==> src/rtl/sdr_sched_pkg.sv <==
package sdr_sched_pkg;

  // command code on {cs_n, ras_n, cas_n, we_n}
  typedef enum logic [3:0] {
    CMD_MRS = 4'b0000,
    CMD_REF = 4'b0001,
    CMD_PRE = 4'b0010,
    CMD_ACT = 4'b0011,
    CMD_WR  = 4'b0100,
    CMD_RD  = 4'b0101,
    CMD_NOP = 4'b0111
  } sdr_cmd_e;

  typedef enum logic [1:0] {
    ST_WAIT,
    ST_PALL,
    ST_MRD,
    ST_RUN
  } sdr_init_e;

endpackage

==> src/rtl/sdr_bank_slot.sv <==
module sdr_bank_slot #(
  parameter int ROW_W     = 12,
  parameter int BURST_LEN = 4,
  parameter int T_RC      = 16,
  parameter int T_RAS     = 11,
  parameter int T_RCD     = 3,
  parameter int T_RP      = 3,
  parameter int T_WR      = 4,
  parameter int T_DAL     = 9,
  parameter int T_RFC     = 14
) (
  input  logic             clk,
  input  logic             rst_n,
  input  logic             act_i,
  input  logic             pre_i,
  input  logic             rd_i,
  input  logic             wr_i,
  input  logic             ref_i,
  input  logic             ap_i,
  input  logic [ROW_W-1:0] row_i,
  output logic             open_o,
  output logic [ROW_W-1:0] row_o,
  output logic             act_ok_o,
  output logic             pre_ok_o,
  output logic             rw_ok_o
);

  localparam int HALF = BURST_LEN / 2;
  localparam int MAXV = T_RC + T_RFC + T_RAS + T_DAL + BURST_LEN + T_WR;
  localparam int CW   = $clog2(MAXV + 1);

  localparam logic [CW-1:0] L_RC   = CW'(T_RC - 1);
  localparam logic [CW-1:0] L_RAS  = CW'(T_RAS - 1);
  localparam logic [CW-1:0] L_RCD  = CW'(T_RCD - 1);
  localparam logic [CW-1:0] L_RP   = CW'(T_RP - 1);
  localparam logic [CW-1:0] L_WREC = CW'(HALF + T_WR - 1);
  localparam logic [CW-1:0] L_WAP  = CW'(HALF + T_DAL - 1);
  localparam logic [CW-1:0] L_RAP  = CW'(HALF + T_RP - 1);
  localparam logic [CW-1:0] L_RFC  = CW'(T_RFC - 1);

  function automatic logic [CW-1:0] mx(input logic [CW-1:0] a, input logic [CW-1:0] b);
    return (a > b) ? a : b;
  endfunction

  logic             open_q, open_d;
  logic [ROW_W-1:0] row_q, row_d;
  logic [CW-1:0]    act_q, act_d, act_dec;
  logic [CW-1:0]    pre_q, pre_d, pre_dec;
  logic [CW-1:0]    rw_q, rw_d, rw_dec;
  logic             upd;

  always_comb begin
    act_dec = (act_q != '0) ? act_q - 1'b1 : '0;
    pre_dec = (pre_q != '0) ? pre_q - 1'b1 : '0;
    rw_dec  = (rw_q  != '0) ? rw_q  - 1'b1 : '0;
    open_d  = open_q;
    row_d   = row_q;
    act_d   = act_dec;
    pre_d   = pre_dec;
    rw_d    = rw_dec;
    if (act_i) begin
      open_d = 1'b1;
      row_d  = row_i;
      act_d  = mx(act_dec, L_RC);
      pre_d  = mx(pre_dec, L_RAS);
      rw_d   = mx(rw_dec, L_RCD);
    end
    if (pre_i) begin
      open_d = 1'b0;
      act_d  = mx(act_dec, L_RP);
    end
    if (wr_i) begin
      pre_d = mx(pre_dec, L_WREC);
      if (ap_i) begin
        open_d = 1'b0;
        act_d  = mx(act_dec, L_WAP);
      end
    end
    if (rd_i && ap_i) begin
      open_d = 1'b0;
      act_d  = mx(act_dec, L_RAP);
    end
    if (ref_i) begin
      act_d = mx(act_dec, L_RFC);
    end
    upd = act_i | pre_i | rd_i | wr_i | ref_i |
          (act_q != '0) | (pre_q != '0) | (rw_q != '0);
  end

  always_ff @(posedge clk or negedge rst_n) begin
    if (!rst_n) begin
      open_q <= 1'b0;
      row_q  <= '0;
      act_q  <= '0;
      pre_q  <= '0;
      rw_q   <= '0;
    end else if (upd) begin
      open_q <= open_d;
      row_q  <= row_d;
      act_q  <= act_d;
      pre_q  <= pre_d;
      rw_q   <= rw_d;
    end
  end

  assign open_o   = open_q;
  assign row_o    = row_q;
  assign act_ok_o = (act_q == '0);
  assign pre_ok_o = (pre_q == '0);
  assign rw_ok_o  = (rw_q == '0);

  AST_ACT_GAP: assert property (@(posedge clk) disable iff (!rst_n)
    act_i |-> (act_q == '0 && !open_q));
  AST_PRE_GAP: assert property (@(posedge clk) disable iff (!rst_n)
    (pre_i && open_q) |-> (pre_q == '0));
  AST_COL_OPEN: assert property (@(posedge clk) disable iff (!rst_n)
    (rd_i || wr_i) |-> (open_q && rw_q == '0));
  AST_REF_IDLE: assert property (@(posedge clk) disable iff (!rst_n)
    ref_i |-> (!open_q && act_q == '0));

endmodule

==> src/rtl/sdr_bus_slot.sv <==
module sdr_bus_slot #(
  parameter int BURST_LEN = 4,
  parameter int CAS_LAT   = 3,
  parameter int T_WR      = 4
) (
  input  logic clk,
  input  logic rst_n,
  input  logic rd_i,
  input  logic wr_i,
  output logic rd_ok_o,
  output logic wr_ok_o
);

  localparam int HALF = BURST_LEN / 2;
  localparam int CW   = $clog2(HALF + T_WR + CAS_LAT + 1);

  localparam logic [CW-1:0] L_GAP = CW'(HALF - 1);
  localparam logic [CW-1:0] L_W2R = CW'(HALF + T_WR - 1);
  localparam logic [CW-1:0] L_R2W = CW'(CAS_LAT + HALF - 1);

  logic [CW-1:0] gap_q, gap_d;
  logic [CW-1:0] w2r_q, w2r_d;
  logic [CW-1:0] r2w_q, r2w_d;

  always_comb begin
    gap_d = (gap_q != '0) ? gap_q - 1'b1 : '0;
    w2r_d = (w2r_q != '0) ? w2r_q - 1'b1 : '0;
    r2w_d = (r2w_q != '0) ? r2w_q - 1'b1 : '0;
    if (rd_i || wr_i) gap_d = L_GAP;
    if (wr_i)         w2r_d = L_W2R;
    if (rd_i)         r2w_d = L_R2W;
  end

  always_ff @(posedge clk or negedge rst_n) begin
    if (!rst_n) begin
      gap_q <= '0;
      w2r_q <= '0;
      r2w_q <= '0;
    end else begin
      gap_q <= gap_d;
      w2r_q <= w2r_d;
      r2w_q <= r2w_d;
    end
  end

  assign rd_ok_o = (gap_q == '0) && (w2r_q == '0);
  assign wr_ok_o = (gap_q == '0) && (r2w_q == '0);

  AST_NO_RD_IN_WRITE: assert property (@(posedge clk) disable iff (!rst_n)
    rd_i |-> (w2r_q == '0 && gap_q == '0));
  AST_NO_WR_IN_READ: assert property (@(posedge clk) disable iff (!rst_n)
    wr_i |-> (r2w_q == '0 && gap_q == '0));

  always_comb begin
    if (rst_n) begin
      AST_ONE_COLUMN: assert (!(rd_i && wr_i));
    end
  end

endmodule

==> src/rtl/sdr_refresh_tick.sv <==
module sdr_refresh_tick #(
  parameter int REFI = 2734
) (
  input  logic clk,
  input  logic rst_n,
  input  logic en_i,
  input  logic ack_i,
  output logic pend_o
);

  localparam int CW = $clog2(REFI + 1);
  localparam logic [CW-1:0] L_REFI = CW'(REFI - 1);

  logic [CW-1:0] cnt_q, cnt_d;
  logic          pend_q, pend_d;
  logic          expire;

  always_comb begin
    expire = en_i && (cnt_q == '0);
    cnt_d  = cnt_q;
    pend_d = pend_q;
    if (en_i) cnt_d = expire ? L_REFI : cnt_q - 1'b1;
    if (ack_i) pend_d = 1'b0;
    if (expire) pend_d = 1'b1;
  end

  always_ff @(posedge clk or negedge rst_n) begin
    if (!rst_n) begin
      cnt_q  <= L_REFI;
      pend_q <= 1'b0;
    end else begin
      cnt_q  <= cnt_d;
      pend_q <= pend_d;
    end
  end

  assign pend_o = pend_q;

  AST_PEND_HOLD: assert property (@(posedge clk) disable iff (!rst_n)
    (pend_q && !ack_i) |=> pend_q);
  AST_ACK_PENDING: assert property (@(posedge clk) disable iff (!rst_n)
    ack_i |-> pend_q);

endmodule

==> src/rtl/sdr_cmd_sched.sv <==
module sdr_cmd_sched
  import sdr_sched_pkg::*;
#(
  parameter int NUM_BANKS    = 4,
  parameter int ROW_W        = 12,
  parameter int COL_W        = 9,
  parameter int AP_BIT       = 10,
  parameter int CLK_MHZ      = 350,
  parameter int REFRESH_MS   = 32,
  parameter int REFRESH_ROWS = 4096,
  parameter int CAS_LAT      = 3,
  parameter int BURST_LEN    = 4,
  parameter int INTERLEAVE   = 0,
  parameter int T_RC         = 16,
  parameter int T_RAS        = 11,
  parameter int T_RCD        = 3,
  parameter int T_RP         = 3,
  parameter int T_WR         = 4,
  parameter int T_DAL        = 9,
  parameter int T_RFC        = 14,
  parameter int T_MRD        = 2,
  parameter int INIT_WAIT    = 200
) (
  input  logic                         clk,
  input  logic                         rst_n,
  input  logic                         req_valid,
  input  logic                         req_write,
  input  logic                         req_autopre,
  input  logic [$clog2(NUM_BANKS)-1:0] req_bank,
  input  logic [ROW_W-1:0]             req_row,
  input  logic [COL_W-1:0]             req_col,
  output logic                         req_ready,
  output logic                         sdr_cs_n,
  output logic                         sdr_ras_n,
  output logic                         sdr_cas_n,
  output logic                         sdr_we_n,
  output logic [$clog2(NUM_BANKS)-1:0] sdr_ba,
  output logic [ROW_W-1:0]             sdr_addr
);

  localparam int BA_W   = $clog2(NUM_BANKS);
  localparam int ADDR_W = ROW_W;
  localparam int REFI   = (REFRESH_MS * 1000 * CLK_MHZ) / REFRESH_ROWS;
  localparam int GMAX   = (INIT_WAIT > T_MRD) ? INIT_WAIT : T_MRD;
  localparam int GW     = $clog2(GMAX + 1);
  localparam int MODE_I = (CAS_LAT << 4) | (INTERLEAVE << 3) | $clog2(BURST_LEN);
  localparam logic [ADDR_W-1:0] MODE_WORD = ADDR_W'(MODE_I);

  // reset: asserted at once, released on the clock
  logic [1:0] rst_sync_q;
  logic       rst_int_n;

  always_ff @(posedge clk or negedge rst_n) begin
    if (!rst_n) rst_sync_q <= 2'b00;
    else        rst_sync_q <= {rst_sync_q[0], 1'b1};
  end
  assign rst_int_n = rst_sync_q[1];

  // per-bank state
  logic [NUM_BANKS-1:0] act_v, pre_v, rd_v, wr_v;
  logic [NUM_BANKS-1:0] bank_open, act_ok, pre_ok, rw_ok;
  logic [ROW_W-1:0]     bank_row [NUM_BANKS];
  logic                 ap_d, ref_go;

  for (genvar gi = 0; gi < NUM_BANKS; gi++) begin : g_bank
    sdr_bank_slot #(
      .ROW_W(ROW_W), .BURST_LEN(BURST_LEN), .T_RC(T_RC), .T_RAS(T_RAS),
      .T_RCD(T_RCD), .T_RP(T_RP), .T_WR(T_WR), .T_DAL(T_DAL), .T_RFC(T_RFC)
    ) u_bank (
      .clk      (clk),
      .rst_n    (rst_int_n),
      .act_i    (act_v[gi]),
      .pre_i    (pre_v[gi]),
      .rd_i     (rd_v[gi]),
      .wr_i     (wr_v[gi]),
      .ref_i    (ref_go),
      .ap_i     (ap_d),
      .row_i    (req_row),
      .open_o   (bank_open[gi]),
      .row_o    (bank_row[gi]),
      .act_ok_o (act_ok[gi]),
      .pre_ok_o (pre_ok[gi]),
      .rw_ok_o  (rw_ok[gi])
    );
  end

  // shared data bus spacing
  logic rd_any, wr_any, rd_ok, wr_ok;
  assign rd_any = |rd_v;
  assign wr_any = |wr_v;

  sdr_bus_slot #(.BURST_LEN(BURST_LEN), .CAS_LAT(CAS_LAT), .T_WR(T_WR)) u_bus (
    .clk     (clk),
    .rst_n   (rst_int_n),
    .rd_i    (rd_any),
    .wr_i    (wr_any),
    .rd_ok_o (rd_ok),
    .wr_ok_o (wr_ok)
  );

  // refresh interval
  sdr_init_e st_q, st_d;
  logic      ref_pend;

  sdr_refresh_tick #(.REFI(REFI)) u_refresh (
    .clk    (clk),
    .rst_n  (rst_int_n),
    .en_i   (st_q == ST_RUN),
    .ack_i  (ref_go),
    .pend_o (ref_pend)
  );

  // sequencer
  logic [GW-1:0]     gcnt_q, gcnt_d;
  sdr_cmd_e          cmd_q, cmd_d;
  logic [BA_W-1:0]   ba_q, ba_d;
  logic [ADDR_W-1:0] addr_q, addr_d;
  logic              any_open, open_busy, row_hit, col_ok;

  always_comb begin
    any_open  = |bank_open;
    open_busy = |(bank_open & ~pre_ok);
    row_hit   = bank_open[req_bank] && (bank_row[req_bank] == req_row);
    col_ok    = rw_ok[req_bank] && (req_write ? wr_ok : rd_ok) &&
                (!req_autopre || pre_ok[req_bank]);
  end

  always_comb begin
    st_d      = st_q;
    gcnt_d    = (gcnt_q != '0) ? gcnt_q - 1'b1 : '0;
    cmd_d     = CMD_NOP;
    ba_d      = '0;
    addr_d    = '0;
    act_v     = '0;
    pre_v     = '0;
    rd_v      = '0;
    wr_v      = '0;
    ap_d      = 1'b0;
    ref_go    = 1'b0;
    req_ready = 1'b0;
    case (st_q)
      ST_WAIT: begin
        if (gcnt_q == '0) begin
          cmd_d          = CMD_PRE;
          addr_d[AP_BIT] = 1'b1;
          pre_v          = '1;
          st_d           = ST_PALL;
        end
      end
      ST_PALL: begin
        if (&act_ok) begin
          cmd_d  = CMD_MRS;
          addr_d = MODE_WORD;
          gcnt_d = GW'(T_MRD - 1);
          st_d   = ST_MRD;
        end
      end
      ST_MRD: begin
        if (gcnt_q == '0) st_d = ST_RUN;
      end
      default: begin
        if (ref_pend) begin
          if (any_open) begin
            if (!open_busy) begin
              cmd_d          = CMD_PRE;
              addr_d[AP_BIT] = 1'b1;
              pre_v          = '1;
            end
          end else if (&act_ok) begin
            cmd_d  = CMD_REF;
            ref_go = 1'b1;
          end
        end else if (req_valid) begin
          if (row_hit) begin
            if (col_ok) begin
              cmd_d          = req_write ? CMD_WR : CMD_RD;
              ba_d           = req_bank;
              addr_d         = ADDR_W'(req_col);
              addr_d[AP_BIT] = req_autopre;
              ap_d           = req_autopre;
              req_ready      = 1'b1;
              if (req_write) wr_v[req_bank] = 1'b1;
              else           rd_v[req_bank] = 1'b1;
            end
          end else if (bank_open[req_bank]) begin
            if (pre_ok[req_bank]) begin
              cmd_d          = CMD_PRE;
              ba_d           = req_bank;
              pre_v[req_bank] = 1'b1;
            end
          end else if (act_ok[req_bank]) begin
            cmd_d           = CMD_ACT;
            ba_d            = req_bank;
            addr_d          = req_row;
            act_v[req_bank] = 1'b1;
          end
        end
      end
    endcase
  end

  always_ff @(posedge clk or negedge rst_int_n) begin
    if (!rst_int_n) begin
      st_q   <= ST_WAIT;
      gcnt_q <= GW'(INIT_WAIT - 1);
      cmd_q  <= CMD_NOP;
      ba_q   <= '0;
      addr_q <= '0;
    end else begin
      st_q   <= st_d;
      gcnt_q <= gcnt_d;
      cmd_q  <= cmd_d;
      ba_q   <= ba_d;
      addr_q <= addr_d;
    end
  end

  assign {sdr_cs_n, sdr_ras_n, sdr_cas_n, sdr_we_n} = cmd_q;
  assign sdr_ba   = ba_q;
  assign sdr_addr = addr_q;

  AST_LEGAL_CODE: assert property (@(posedge clk) disable iff (!rst_int_n)
    cmd_q inside {CMD_MRS, CMD_REF, CMD_PRE, CMD_ACT, CMD_WR, CMD_RD, CMD_NOP});
  AST_ONE_ACT: assert property (@(posedge clk) disable iff (!rst_int_n)
    $onehot0(act_v));
  AST_REF_FIRST: assert property (@(posedge clk) disable iff (!rst_int_n)
    ref_pend |-> ($countones(act_v | rd_v | wr_v) == 0 && !req_ready));
  AST_ACCEPT_COLUMN: assert property (@(posedge clk) disable iff (!rst_int_n)
    req_ready |=> (cmd_q == CMD_RD || cmd_q == CMD_WR));
  AST_RUN_AFTER_MODE: assert property (@(posedge clk) disable iff (!rst_int_n)
    (st_q != ST_RUN) |-> (act_v == '0 && !ref_go && !req_ready));

endmodule

==> config.mk <==
export PLATFORM = sky130hd
export DESIGN_NAME = sdr_cmd_sched
export DESIGN_NICKNAME = d
export VERILOG_FILES = /design/src/rtl/sdr_sched_pkg.sv /design/src/rtl/sdr_bank_slot.sv /design/src/rtl/sdr_bus_slot.sv /design/src/rtl/sdr_refresh_tick.sv /design/src/rtl/sdr_cmd_sched.sv
export SDC_FILE = /design/constraint.sdc
export NUM_CORES = 1
export LEC_CHECK = 0
export ABC_AREA = 1
export BUFFER_PORTS_ARGS = -buffer_cell sky130_fd_sc_hd__buf_2
export CAP_MARGIN = 20
export CORE_UTILIZATION = 65
export CTS_CLUSTER_DIAMETER = 100
export DETAILED_ROUTE_END_ITERATION = 12
export GPL_TIMING_DRIVEN = 0
export PLACE_DENSITY = 0.83
export REMOVE_ABC_BUFFERS = 1
export SLEW_MARGIN = 20
export SYNTH_ARGS = -nofsm -noshare
export SYNTH_HDL_FRONTEND = slang
export SYNTH_HIERARCHICAL = 1
export SYNTH_SLANG_ARGS = --single-unit
==> constraint.sdc <==
create_clock -name clk -period 8.1 [get_ports clk]
set_input_delay 0.405 -clock clk [delete_from_list [all_inputs] [get_ports clk]]
set_output_delay 0.405 -clock clk [all_outputs]
set_load 0.1 [all_outputs]
Yosys cells after proc, flatten, opt, wreduce, memory -nomap -nowiden
Cells that the tools add are included.
Widths: inputs -> output; s select.
Storage, ports and cells
  register bits: 179
  input port bits: 28
  output and inout bits: 19
  logic and storage cells: 392
Cells by class
  add/sub/neg operators: 17
  $lt $le $gt $ge: 35
  equal/unequal tests: 7
  multiplexer cells: 208
  bitwise logic cells: 31
  reduce and logical (&&, ||, !) cells: 63
Operator list (number)
  $mux 6: 81
  $mux 4: 37
  $gt 6x4->1 const B: 16
  $mux 12: 7
  $logic_not 6->1: 12
  $reduce_bool 6->1: 12
  $sub 6x1->6 const B: 12
  $gt 6x2->1 const B: 8
  $gt 6x3->1 const B: 8
  $mux 1: 48
  $or 1x1->1: 28
  $bmux 12 s2: 1
  $mux 2: 12
  $mux 8: 3
  $pmux 10 s2: 1
  $mux 3: 6
  $reduce_or 4->1: 4
  $eq 12x12->1: 1
  $logic_not 12->1: 1
  $logic_not 4->1: 3
  $pmux 4 s3: 1
  $reduce_bool 4->1: 3
  $sub 12x1->12 const B: 1
  $sub 4x1->4 const B: 3
  other kinds (30): 52

Logic depth before layout (Yosys ltp)
Gate-level depths: netlist of the first run.
  depth in word-level cells: 18
  gate-level depth with buffers: 26

Modules after synthesis
Netlist of the first run, hierarchy kept.
By module, submodules not included
  sdr_bank_slot at g_bank[0].u_bank ...: times used 3, cells each 235, area each 1935.6 um2, sequential area each 775.7 um2
  sdr_cmd_sched: times used 1, cells each 414, area each 2467.4 um2, sequential area each 735.7 um2
  sdr_bank_slot at g_bank[3].u_bank: times used 1, cells each 249, area each 1939.4 um2, sequential area each 775.7 um2
  sdr_refresh_tick: times used 1, cells each 110, area each 812.0 um2, sequential area each 334.1 um2
  sdr_bus_slot: times used 1, cells each 70, area each 595.6 um2, sequential area each 300.3 um2

Worst setup path after synthesis of the first run
Ideal clock, no wire load.
  path kind: reg-to-reg
  start: register g_bank[0].u_bank.act_q[0]
  end: register g_bank[0].u_bank.rw_q[1]
  setup time: 0.135 ns
  arrival: 4.360 ns
  data required time: 7.965 ns
  slack: 3.606 ns
  stages on the path, launching flop included: 15
  path buffers: 0
  path through: dfrtp_1 > inv_1 > ha_1 > nand3_4 > inv_1 > inv_1 > nor4_1 > inv_1 > nor4_1 > inv_1 > nand3_1 > nor2_1 > nand3_1 > o21ai_0 > a2bb2oi_1
On the way
  elaborated cells between the ends (all ways): 23
RTL lines
  start, declared: RTL line sdr_bank_slot.sv:47  | logic [CW-1:0] act_q, act_d, act_dec;
  start signal, assigned: RTL line sdr_bank_slot.sv:100  | act_q <= act_d;
  $logic_not 6->1: RTL line sdr_bank_slot.sv:108  | assign act_ok_o = (act_q == '0);
  via act_ok[0]: RTL line sdr_cmd_sched.sv:61  | logic [NUM_BANKS-1:0] bank_open, act_ok, pre_ok, rw_ok;
  $reduce_and 4->1: RTL line sdr_cmd_sched.sv:169  | end else if (&act_ok) begin
  $mux 1: RTL line sdr_cmd_sched.sv:169
  $mux 1: RTL line sdr_cmd_sched.sv:163  | if (any_open) begin
  $mux 1: RTL line sdr_cmd_sched.sv:162  | if (ref_pend) begin
  $mux 1: RTL line sdr_cmd_sched.sv:141  | case (st_q)
  via ref_go: RTL line sdr_cmd_sched.sv:63  | logic ap_d, ref_go;
  $or 1x1->1 (2 in a row): RTL line sdr_bank_slot.sv:86  | upd = act_i | pre_i | rd_i | wr_i | ref_i |
  $or 1x1->1 (2 in a row): RTL line sdr_bank_slot.sv:87  | (act_q != '0) | (pre_q != '0) | (rw_q != '0);
  end signal, assigned: RTL line sdr_bank_slot.sv:102  | rw_q <= rw_d;
  end, declared: RTL line sdr_bank_slot.sv:49  | logic [CW-1:0] rw_q, rw_d, rw_dec;
The timed path passes the listed nets, and every way through them passes these cells. The select of a mux whose other input is x is not followed.
A chain may end at the register's enable or synchronous reset.

Final worst setup path of the first run
  start: register st_q[0]
  end: register g_bank[3].u_bank.pre_q[1]
On the way
  longest elaborated chain between the ends: 10
  elaborated cells between the ends (all ways): 19
Ends and longest elaborated chain
  start, declared: RTL line sdr_cmd_sched.sv:102  | sdr_init_e st_q, st_d;
  start signal, assigned: RTL line sdr_cmd_sched.sv:210  | st_q <= st_d;
  $eq 2x2->1, or another cell as far along: RTL line sdr_cmd_sched.sv:141
  $reduce_or 3->1 (no source line) (*)
  $mux 4 (*): RTL line sdr_cmd_sched.sv:141
  via act_v[3]: RTL line sdr_cmd_sched.sv:60  | logic [NUM_BANKS-1:0] act_v, pre_v, rd_v, wr_v;
  $or 1x1->1 (5 in a row): RTL line sdr_bank_slot.sv:86
  $or 1x1->1 (2 in a row): RTL line sdr_bank_slot.sv:87
  end signal, assigned: RTL line sdr_bank_slot.sv:101  | pre_q <= pre_d;
  end, declared: RTL line sdr_bank_slot.sv:48  | logic [CW-1:0] pre_q, pre_d, pre_dec;
Mark *: on every way through the listed nets, which the timed path passes. The rest lies on a longest branch.

==> impl_metrics.toml, run 1 <==
[job]
drv_cap = 0

[floorplanning]
die_h_um = 136
dieArea_mm2 = 0.0184
die_w_um = 136
io_pins = 47
start_util = 0.670
core-area_mm2 = 0.0174
std_cell_rows = 48

[clocking]
cts_resized = 0
clockBufferDepth = 2
cts_tree = "built"
clk_pin_slew_ps = 80
h-tree-depth = 4
clock_latency_ps = 450
root_buffer = "clkbuf_16"
cts_buffers = 17
post-cts-setup-buffers = 0
clock_sinks = 178
hold_buffers = 1

[synth]
synth_common_cells = "nand2_1 (394), inv_1 (227), nor2_1 (164)"
syn_inst = 1548
async_reset_ff_frac = 1.00
yosysTopAreaCellShare = 0.351
synth-simple-area-share = 0.363
synth_edf_count = 0
synthTopCellsByArea = "dfrtp_1 (35%), nand2_1 (13%), inv_1 (7.3%)"
synthFlopType = "dfrtp_1"
ys_seq_area_frac = 0.385
synth_top_area_cell = "dfrtp_1"
synth_warnings = 6
synth_top_family_by_area = "simple AND/OR/NAND/NOR gates"
syn_area_mm2 = 0.0116
synthXorXnorAreaFrac = 0.00980
yosysMostFrequentCell = "nand2_1"
synth_compound_area_frac = 0.0780
avgSynthCellArea_um2 = 7.51
synthAdderAreaFrac = 0.0388
synth_seq_cells = 178
synthMuxAreaShare = 0.0357
synth_cell_type_count = 58

[route]
drt_iter0_markers = 719
vias = 10124
ant_nets = 0
firstDrtPassIters = 6
via_per_inst = 5.50
routed_wl_um = 25800
avgRoutedWirePerCell_um = 14.0
drc_errors = 0

[sta]
setup_viol = 0
slew_headroom = 0.330
finalHoldViolCount = 0
worstMarginPinSlew_ps = 995
finalCriticalPeriod_ps = 4650
grt_setup_unrepaired = "false"
setup-tns-final_ps = 0
finClkSkew_ps = 13.6
slew_viol_final = 0
fmax_mhz = 215
final.period_utilization = 0.574

[global_routing]
grt_max_degree = 58
grt-ovfl-total = 0
grt_use_total = 0.301
grt_antenna_before_repair = 0
grt_pass1_wl_um = 44300
grt_pass1_vias = 9842

[setup_path]
worstPathMaxFanout = 16
timing.rr.end = "g_bank[3].u_bank/pre_q[1]"
end_kind = "flop"
reg2reg_depth = 15
worst_ep_required_time_ps = 8440
reg2reg_slack_ps = 3450
worstReg2RegStart = "st_q[0]"
critPathLaunchType = "flop"
timing.setup.critical_path_class = "flop to flop"
arrival_ps = 4990

[run_status]
run_status = "completed"

[place]
dp_cells = 1808
gp_congestion = 0.956
numPortBuffers = 45
place_hpwl_um = 18700

[finish]
fill_cells = 1287
final_layout_size_suffix_gt1_frac = 0.181
multiInputGateArea_mm2 = 0.00613
fin_cells = 1841
seq_area_mm2 = 0.00448
area_delta_synth_final_pct = 10.1
diodes = 0
final_nets = 1667

[power]
internal_power_mw = 1.32
clkPwrFrac = 0.469
switchingPower_uw = 462
seq_power_share = 0.500
sw_frac_of_total = 0.259
p_per_area_mw_per_mm2 = 139
leakagePower_nw = 6.93
peakVddDrop_mv = 0.150
combPwrFrac = 0.030
power_mw = 1.78

[worst_hold_path]
hp-start = "req_col[0]"
holdPathEnd = "sdr_addr[0]"
min-delay-path-class = "input pin to flop"
worstHoldPathCells = 3
## logic make-up (layout without fill, tap and decap cells)
| family | Yosys count | in the layout |
|---|---|---|
| simple gates | 862 | 862 |
| buf+inv | 265 | 333 |
| flops | 178 | 178 |
| compound gates | 155 | 155 |
| mux | 37 | 37 |
| fa+ha+maj | 36 | 36 |
| xor+xnor | 13 | 13 |
| other cells | 2 | 2 |
## worst max path at each step
| stage | startpoint | end | slack [ps] |
|---|---|---|---|
| floorplan | rst_sync_q[1] | g_bank[0].u_bank/act_q[0] | 2800 |
| global placement | rst_sync_q[1] | g_bank[0].u_bank/pre_q[0] | 790 |
| detailed placement | st_q[0] | g_bank[3].u_bank/pre_q[1] | 3610 |
| CTS | st_q[0] | g_bank[3].u_bank/pre_q[1] | 3580 |
| global route | st_q[0] | g_bank[3].u_bank/pre_q[1] | 3050 |
| finish | st_q[0] | g_bank[3].u_bank/pre_q[1] | 3450 |
## flip-flops by register name, summed over array words and instances (netlist names)
| signal | flops |
|---|---|
| gcnt_q | 8 |
| u_refresh/pend_o | 1 |
| g_bank.u_bank/pre_q | 24 |
| u_refresh/cnt_q | 12 |
| u_bus/r2w_q | 4 |
| g_bank.u_bank/rw_q | 24 |
| g_bank.u_bank/open_o | 4 |
| g_bank.u_bank/act_q | 24 |
| sdr_addr | 12 |
| g_bank.u_bank/row_o | 48 |
| u_bus/w2r_q | 4 |
| u_bus/gap_q | 4 |
| sdr_ba | 2 |
| cmd_q | 3 |
| rst_sync_q | 2 |
| st_q | 2 |
## routing by layer
| layer | track usage | routed length [µm] | vias up |
|---|---|---|---|
| met1 | 0.382 | 11100 | 4650 |
| met3 | 0.0513 | 1660 | 58 |
| met5 | 0 | 0 | - |
| li1 | - | - | 5077 |
| met4 | 0.120 | 585 | 0 |
| met2 | 0.509 | 12500 | 339 |
## power groups by stage
stage / Clock [mW] / Combinational (mW) / Sequential [mW]
floorplan: 0 / 0.0153 / 0.919
global placement: 0 / 0.0348 / 0.923
detailed placement: 0 / 0.0540 / 0.910
CTS: 0.854 / 0.0546 / 0.892
global route: 0.885 / 0.0613 / 0.893
finish: 0.837 / 0.0541 / 0.892
## through the flow
step | instance area [µm²] | hold WS [ps] | setup WS, ps | util
floorplan | 11500 | 109 | 2800 | -
global placement | 12000 | 191 | 793 | 0.692
detailed placement | 12200 | 193 | 3610 | 0.701
CTS | 12800 | 141 | 3580 | 0.737
global route | 12800 | 150 | 3050 | 0.737
finish | 12800 | 145 | 3450 | 0.737
## cell usage in the layout (no fill, tap or decap), types with 4 or more instances in the layout
cell / synthesis / final
clkinv_8: 0 / 7
xnor2_1: 7 / 7
nor2_1: 164 / 160
o211ai_1: 7 / 7
dfrtp_1: 163 / 162
o21ai_0: 54 / 54
nor2_4: 14 / 14
nand3_1: 113 / 113
nand2_1: 394 / 394
o21ai_1: 14 / 14
nand2_4: 4 / 4
xor2_1: 6 / 6
nand2_2: 20 / 20
nor3_1: 29 / 29
buf_2: 12 / 46
inv_2: 18 / 18
mux2_2: 36 / 36
o21ai_2: 5 / 5
nor4_1: 9 / 8
ha_1: 36 / 36
a21oi_1: 43 / 43
clkbuf_16: 0 / 17
nand3_4: 7 / 7
nand4_2: 4 / 4
nand3_2: 14 / 14
o22ai_1: 10 / 10
nand4_1: 22 / 22
nor2_2: 42 / 46
inv_1: 227 / 227
dfstp_2: 15 / 15
inv_6: 0 / 4
o21a_1: 4 / 4
## worst max-delay path: stages, from the launching register on
cell and delay, ps:
dfrtp_1 430, ha_1 620, inv_1 390, nor2_1 560, inv_1 270, nor2_1 200, inv_1 180, nor2_2 680
inv_2 390, nand2_1 170, nor4_2 70, nand2_2 150, nor3_4 50, nor2_2 180, o21ai_1 90, o21a_1 100
## area by class of cell
class / instances / share of cell area
Multi-Input combinational cell: 1105 / 0.479
Clock inverter: 15 / 0.0147
Tap cell: 225 / 0.0220
Inverter: 246 / 0.0723
Timing Repair Buffer: 55 / 0.0290
Clock buffer: 17 / 0.0332
Sequential cell: 178 / 0.350
(Power assumes the default switching activity.)
==> run 2, diff against run 1 <==
--- a/config.mk
+++ b/config.mk
@@ -8,11 +8,11 @@
 export ABC_AREA = 1
 export BUFFER_PORTS_ARGS = -buffer_cell sky130_fd_sc_hd__buf_2
 export CAP_MARGIN = 20
-export CORE_UTILIZATION = 65
+export CORE_UTILIZATION = 57
 export CTS_CLUSTER_DIAMETER = 100
 export DETAILED_ROUTE_END_ITERATION = 12
 export GPL_TIMING_DRIVEN = 0
-export PLACE_DENSITY = 0.83
+export PLACE_DENSITY = 0.77
 export REMOVE_ABC_BUFFERS = 1
 export SLEW_MARGIN = 20
 export SYNTH_ARGS = -nofsm -noshare
==> constraint.sdc (replaced) <==
create_clock -name clk -period 3.8 [get_ports clk]
set_input_delay 0.19 -clock clk [delete_from_list [all_inputs] [get_ports clk]]
set_output_delay 0.19 -clock clk [all_outputs]
set_load 0.1 [all_outputs]
==> impl_metrics.toml, run 2 (synthesis gave the netlist of run 1 again) <==
[run_status]
run_status = "completed"

[power]
sw_frac_of_total = 0.258
seq_power_share = 0.499
p_per_area_mw_per_mm2 = 292
clkPwrFrac = 0.467
combPwrFrac = 0.034
leakagePower_nw = 6.99
switchingPower_uw = 983
power_mw = 3.81
internal_power_mw = 2.82
peakVddDrop_mv = 0.276

[setup_path]
reg2reg_depth = 18
timing.rr.end = "g_bank[2].u_bank/rw_q[1]"
reg2reg_slack_ps = 130
path_cells = "inv_1 -> ha_1 -> nand3_4 -> inv_1 -> inv_1 -> o22ai_1 -> nor2_1 -> or2_2 -> nor2_1 -> inv_1 -> nor2_2 -> buf_6 -> nor3_1 -> nand3_1 -> nor2_1 -> nand3_1 -> o21ai_0 -> a2bb2oi_1"
arrival_ps = 3980
cpMostUsedCell = "inv_1"
end_kind = "flop"
timing.setup.critical_path_class = "flop to flop"
worstReg2RegStart = "g_bank[0].u_bank/act_q[0]"
worst_ep_required_time_ps = 4110
cp_slowest_cell = "dfrtp_1"
critPathLaunchType = "flop"
worstPathMaxFanout = 14
critical-path-max-stage-delay_ps = 390

[sta]
slew_viol_final = 0
setup_viol = 0
finalCriticalPeriod_ps = 3670
finClkSkew_ps = 15.9
finalHoldViolCount = 0
final.period_utilization = 0.965
setup-tns-final_ps = 0
grt_setup_unrepaired = "true"
fmax_mhz = 273
worstMarginPinSlew_ps = 833
slew_headroom = 0.430
setup_ws_ps = 132

[worst_hold_path]
min-delay-path-class = "input pin to flop"
holdPathEnd = "sdr_addr[6]"
worstHoldPathCells = 3
hp-start = "req_col[6]"

[route]
drt_iter0_markers = 653
ant_nets = 0
avgRoutedWirePerCell_um = 13.9
firstDrtPassIters = 8
drc_errors = 0
routed_wl_um = 26400
via_per_inst = 5.41
vias = 10260

[floorplanning]
dieArea_mm2 = 0.0210
io_pins = 47
die_h_um = 145
start_util = 0.589
core-area_mm2 = 0.0197
std_cell_rows = 51
die_w_um = 145

[global_routing]
grt_max_degree = 58
grt_pass1_vias = 9797
grt-ovfl-total = 0
grt_antenna_before_repair = 1
grt_pass1_wl_um = 44900
grt_use_total = 0.271

[place]
numPortBuffers = 45
dp_cells = 1849
gp_congestion = 0.898
place_hpwl_um = 19100
preCtsSetupSlack_ps = -476

[clocking]
root_buffer = "clkbuf_16"
h-tree-depth = 4
cts_tree = "built"
clock_latency_ps = 440
cts_buffers = 17
clock_sinks = 178
clockBufferDepth = 2
clk_pin_slew_ps = 80

[finish]
final_nets = 1681
final_common_cell = "nand2_1"
final_layout_size_suffix_gt1_frac = 0.187
utilization = 0.661
largest_reg_flops = 48
area_delta_synth_final_pct = 12.1
final_cell_mix = "nand2_1 (394), inv_1 (224), dfrtp_1 (162)"
fin_cells = 1896
multiInputGateArea_mm2 = 0.00617
seq_area_mm2 = 0.00448
fill_cells = 1651

[job]
drv_cap = 0
==> run 2: cell type report <==
cell class / count / area share
Inverter: 246 / 0.0716
Sequential cell: 178 / 0.344
Tap cell: 265 / 0.0255
Multi-Input combinational cell: 1105 / 0.474
Clock buffer: 17 / 0.0327
Timing Repair Buffer: 69 / 0.0390
Clock inverter: 15 / 0.0137
Antenna cell: 1 / 0.000192
==> run 2: repair_timing <==
item,4_1_cts,5_1_grt
endpoints found under the setup margin,36,15
pin swaps,0,1
hold buffers,9,0
buffers inserted,0,5
resized for setup,4,10
endpoints found under the hold margin,10,0
==> run 2: power by group through the flow <==
stage | Clock [mW] | Sequential (mW) | Combinational (mW)
floorplan | 0 | 1.96 | 0.0326
global placement | 0 | 1.97 | 0.0761
detailed placement | 0 | 1.94 | 0.121
CTS | 1.82 | 1.90 | 0.129
global route | 1.89 | 1.90 | 0.143
finish | 1.78 | 1.90 | 0.129
==> run 2: per-layer routing <==
layer	track usage	share of wire	up-vias
li1	-	-	5111
met4	0.0881	0.019	0
met2	0.464	0.49	246
met1	0.345	0.45	4856
met5	0	0	-
met3	0.0490	0.045	47
==> run 2: how the worst max path moves through the flow <==
stage | from | end | depth (start not counted)
final | g_bank[0].u_bank/act_q[0] | g_bank[2].u_bank/rw_q[1] | 18
after global routing | g_bank[0].u_bank/act_q[0] | g_bank[3].u_bank/pre_q[1] | 16
after CTS | g_bank[2].u_bank/act_q[0] | g_bank[3].u_bank/pre_q[1] | 20
after detailed placement | st_q[0] | g_bank[3].u_bank/pre_q[1] | 16
after global placement | rst_sync_q[1] | g_bank[1].u_bank/pre_q[4] | 0
after floorplan | rst_sync_q[1] | g_bank[0].u_bank/act_q[0] | 0
==> run 2: through the flow <==
stage / hold slack, ps / cell area [µm²]
floorplan: -106 / 11500
global placement: -24.1 / 12100
detailed placement: -22.5 / 12200
CTS: 10.1 / 12900
global route: 12.7 / 13000
finish: 12.9 / 13000
==> run 2: critical path, delay by kind of cell, from the launching register on <==
family	cells	cell delay (ps)
buffers and inverters	5	880
flip-flops	1	390
AO/OA/AOI/OAI	3	410
AND/OR/NAND/NOR	9	1560
adder cells (fa/ha/maj)	1	290
